File: src/rtl/prefetch_resampler.sv
module prefetch_resampler #(
  parameter int D  = 5,
  parameter int M  = 16,
  parameter int WW = 16
) (
  input  logic                   clk,
  input  logic                   rst_n,
  input  logic                   start,
  output logic                   wt_rd_en,
  output logic [$clog2(M)-1:0]   wt_rd_addr,
  input  logic [WW-1:0]          wt_rd_data,
  input  logic                   rnd_valid,
  input  logic [WW-1:0]          rnd_data,
  output logic                   rnd_ready,
  output logic                   idx_valid,
  output logic [$clog2(M)-1:0]   idx_data,
  output logic                   done,
  output logic [$clog2(M):0]     lat_cycles
);
  localparam int IW = $clog2(M);
  localparam int FW = $clog2(D + 1);
  localparam int JW = (D > 1) ? $clog2(D) : 1;

  logic [WW-1:0] q [D];
  logic [WW-1:0] qn [D];
  logic [FW-1:0] fill, sh, keep, fill_n;
  logic [IW:0]   head, rd_addr, cnt;
  logic          running, rd_pend;
  logic [D-1:0]  hit;
  logic [JW-1:0] j;
  logic          any_hit, exhausted, take, flush, last;
  logic [IW-1:0] out_idx;

  always_comb begin
    for (int i = 0; i < D; i++) hit[i] = (FW'(i) < fill) && (rnd_data <= q[i]);
    j = '0;
    for (int i = D - 1; i >= 0; i--) if (hit[i]) j = JW'(i);
  end

  assign any_hit   = |hit;
  assign exhausted = (rd_addr == (IW+1)'(M)) && !rd_pend;
  assign take      = running && rnd_valid && (any_hit || exhausted);
  assign flush     = running && rnd_valid && !any_hit && !exhausted && (fill != '0);
  assign last      = take && (cnt == (IW+1)'(M - 1));
  assign sh        = any_hit ? FW'(j) : ((take || flush) ? fill : '0);
  assign keep      = fill - sh;
  assign fill_n    = keep + FW'(rd_pend);
  assign out_idx   = any_hit ? IW'(head + (IW+1)'(j)) : IW'(M - 1);

  always_comb begin
    for (int i = 0; i < D; i++) begin
      qn[i] = '0;
      if (i + int'(sh) < D) qn[i] = q[i + int'(sh)];
    end
    if (rd_pend && (int'(keep) < D)) qn[keep] = wt_rd_data;
  end

  assign wt_rd_en   = running && !last && (rd_addr < (IW+1)'(M)) && (int'(fill_n) < D);
  assign wt_rd_addr = rd_addr[IW-1:0];
  assign rnd_ready  = take;

  always_ff @(posedge clk or negedge rst_n) begin
    if (!rst_n) begin
      for (int i = 0; i < D; i++) q[i] <= '0;
      fill <= '0; head <= '0; rd_addr <= '0; cnt <= '0;
      running <= 1'b0; rd_pend <= 1'b0;
      idx_valid <= 1'b0; idx_data <= '0; done <= 1'b0; lat_cycles <= '0;
    end else if (start) begin
      fill <= '0; head <= '0; rd_addr <= '0; cnt <= '0;
      running <= 1'b1; rd_pend <= 1'b0;
      idx_valid <= 1'b0; idx_data <= '0; done <= 1'b0; lat_cycles <= '0;
    end else begin
      for (int i = 0; i < D; i++) q[i] <= qn[i];
      fill       <= fill_n;
      head       <= head + (IW+1)'(sh);
      rd_pend    <= wt_rd_en;
      rd_addr    <= rd_addr + (IW+1)'(wt_rd_en);
      cnt        <= cnt + (IW+1)'(take);
      running    <= running && !last;
      idx_valid  <= take;
      idx_data   <= take ? out_idx : idx_data;
      done       <= last;
      lat_cycles <= lat_cycles + (IW+1)'(flush);
    end
  end

  logic [IW-1:0] prev_idx;
  logic          seen;
  always_ff @(posedge clk or negedge rst_n) begin
    if (!rst_n) begin
      prev_idx <= '0; seen <= 1'b0;
    end else if (start) begin
      seen <= 1'b0;
    end else if (idx_valid) begin
      prev_idx <= idx_data; seen <= 1'b1;
    end
  end


  fill_bound_chk: assert property (@(posedge clk) disable iff (!rst_n)
    (int'(fill) + int'(rd_pend)) <= D);

  idx_after_hs_chk: assert property (@(posedge clk) disable iff (!rst_n)
    idx_valid |-> $past(rnd_valid && rnd_ready));

  ready_needs_valid_chk: assert property (@(posedge clk) disable iff (!rst_n)
    rnd_ready |-> rnd_valid);

  done_pulse_chk: assert property (@(posedge clk) disable iff (!rst_n)
    done |=> !done);

  done_with_idx_chk: assert property (@(posedge clk) disable iff (!rst_n)
    done |-> idx_valid);

  idx_order_chk: assert property (@(posedge clk) disable iff (!rst_n)
    (idx_valid && seen) |-> (idx_data >= prev_idx));
endmodule

File: config.mk
export PLATFORM = sky130hd
export DESIGN_NAME = prefetch_resampler
export DESIGN_NICKNAME = d
export VERILOG_FILES = /design/src/rtl/prefetch_resampler.sv
export SDC_FILE = /design/constraint.sdc
export NUM_CORES = 1
export LEC_CHECK = 0
export ABC_AREA = 1
export BUFFER_PORTS_ARGS = -buffer_cell sky130_fd_sc_hd__buf_2
export CAP_MARGIN = 20
export CORE_AREA = 3 3 147 149
export DETAILED_ROUTE_END_ITERATION = 8
export DIE_AREA = 0 0 150 152
export PLACE_DENSITY_LB_ADDON = 0.1
export SYNTH_ARGS = -nofsm -noshare
export SYNTH_HDL_FRONTEND = slang
export SYNTH_SLANG_ARGS = --single-unit
File: constraint.sdc
create_clock -name clk -period 5.4 [get_ports clk]
set_input_delay 0.81 -clock clk [delete_from_list [all_inputs] [get_ports clk]]
set_output_delay 0.81 -clock clk [all_outputs]
set_load 0.01 [all_outputs]
==> reports/qor.yml <==
status: "finished, final reports clean"
ant_nets: 0
fmax_mhz: 202
cts_buffers: 9
gp_congestion: 0.958
crit_path_top_delay_cell: "fa_1"
post_synth_num_cell_types: 50
dr.pass1.iters: 6
cts.sinks: 110
hold_viol: 0
rsz0062_at_grt: "false"
start_kind: "input pin"
yosys_warnings: 0
start_util_pct: 54.9
ys_top_cells_by_area: "dfrtp_1 (25%), nand2_1 (15%), ha_1 (11%)"
area_growth_pct: 5.28
postCtsSetupBuffers: 0
numPortBuffers: 52
drv_slew: 0
cp.required_ps: 4590
grt_max_degree: 68
post-dp-hpwl_um: 27700
yosys.area.top_type: "dfrtp_1"
clk_latency_ps: 380
max_stage_delay_ps: 510
max_slew_margin_pct: 36.4
period_minus_slack_ps: 4950
num_antenna_cells: 0
multi_input_area_sq_um: 7030
ys_ff_latch: 110
cts-root-buf: "clkbuf_16"
grtUsageTotal_pct: 33.7
worst_setup_path_end_kind: "output pin"
worst_slew_pin_slew_ps: 953
overflow: 0
wl_per_cell_um: 19.1
ioPinCount: 53
nFillCells: 2048
fp.dieW_um: 150
synth-edff-count: 0
syn-cell-area_sq_um: 11100
drive_above_1_share_pct: 8.58
cap_violations: 0
placed_area_sq_um: 11400
synth_ff_type: "dfrtp_1"
via_count: 11500
rrSetupSlack_ps: 910
rows: 52
synth.avg_cell_area_sq_um: 6.37
tns_ps: 0
regArea_sq_um: 2750
critPathKind: "in -> out"
min_path_type: "reg -> reg"
cts_hold_buffers: 0
period_share_pct: 91.6
skew_ps: 13.9
die_h_um: 152
synthDominantCellAreaShare_pct: 24.7
grt_pass1_vias: 10900
cts_htree_levels: 3
post_cts_resized: 0
cp_num_buf_inv: 5
setup_viol: 0
tritoncts: "done"
path_clk_slew_ps: 90
via_per_inst: 5.70
route.detailed.drc: 0
synth-async-reset-ratio_pct: 100
critPathArrivalTime_ps: 4140
worst-path-max-fanout: 8
drt_iter0_drc: 1079
ys_seq_area_share_pct: 24.7
fin_area_sq_um: 11700
die_area_sq_um: 22800
coreArea_sq_um: 20300
crit_family: "simple AND/OR/NAND/NOR gates"
crit_top_cell: "nand2_1"
syn-num-nets: 1890
grt_first_pass_wirelength_um: 59900
nets: 1884
routed_wl_um: 38500
syn_inst: 1749
cts_buffer_depth: 2
grt_antenna_before_repair: 0
synthesized netlist by cell type, types with 11 or more instances:
master      n
nand2_1   449
inv_1     202
buf_4      16
o21ai_1    61
buf_6      14
dfrtp_1   110
nor2_1    192
ha_1      102
o21ai_0    62
nand3_1   236
buf_2      17
a21oi_1   110
clkbuf_1   46
nand2_2    11
nand3b_1   14
through the flow:
stage	util [%]	worst slack [ps]	std cells	hold slack [ps]
4_1_cts	57.8	439	2018	485
3_5_place_dp	56.2	479	2002	462
5_1_grt	57.8	100	2018	509
6_report	57.8	454	2018	484
2_1_floorplan	-	777	1749	446
3_3_place_gp	56.2	530	2002	460
tightest hold or removal path, stage by stage (launching register included):
cell and delay [ps]:
dfrtp_1 350, nand2_1 50, nand2_1 60
flip-flops by register name, summed over array words and instances (netlist names):
signal and cells:
lat_cycles 5, done 1, running 1, rd_addr 5, fill 3, q 80
cnt 5, idx_valid 1, head 4, rd_pend 1, idx_data 4
routing by layer:
layer / share of wire, % / global-route usage (%) / up-vias
li1: - / - / 5634
met2: 47 / 55.2 / 491
met4: 8.7 / 24.0 / 0
met5: 0 / 0 / -
met3: 6.3 / 3.75 / 154
met1: 38 / 41.0 / 5214
logic make-up after synthesis:
kind of cell | after synthesis | synth area share, %
AND/OR/NAND/NOR | 942 | 36.9
buffers and inverters | 310 | 12.2
AO/OA/AOI/OAI | 270 | 13.2
flip-flops | 110 | 24.7
adder cells (fa/ha/maj) | 105 | 12.0
XOR/XNOR | 12 | 0.944
cell usage in the layout (no fill, tap or decap), types with 6 or more instances in the layout:
cell / instances
dfrtp_1: 110
clkbuf_16: 9
ha_1: 102
nand2_2: 10
nand2_4: 7
o21ai_0: 62
nand3_2: 8
nor2_1: 192
nand3b_1: 14
nand3_1: 236
o31ai_1: 8
inv_1: 202
buf_2: 51
nand2_1: 449
nand4_1: 6
a21oi_1: 110
buf_4: 32
xor2_1: 7
o21ai_1: 61
final timing paths:
check,from,end,depth (start not counted)
setup / recovery,rnd_data[11],wt_rd_en,25
hold / removal,q[33],q[33],2
setup reg to reg,q[74],q[24],24
hold reg to reg,q[33],q[33],2
max in group asynchronous,rst_n,rd_pend,2
min in group asynchronous,rst_n,q[25],1
final cells by class:
type / count / area share (%)
Multi-Input combinational cell: 1329 / 59.9
Inverter: 210 / 6.73
Timing Repair Buffer: 83 / 4.23
Clock buffer: 9 / 1.92
Sequential cell: 110 / 23.5
Clock inverter: 7 / 0.822
Tap cell: 270 / 2.88
Power is not shown: default switching activity piles up to over one toggle a cycle in this logic, so the estimate is an artifact.
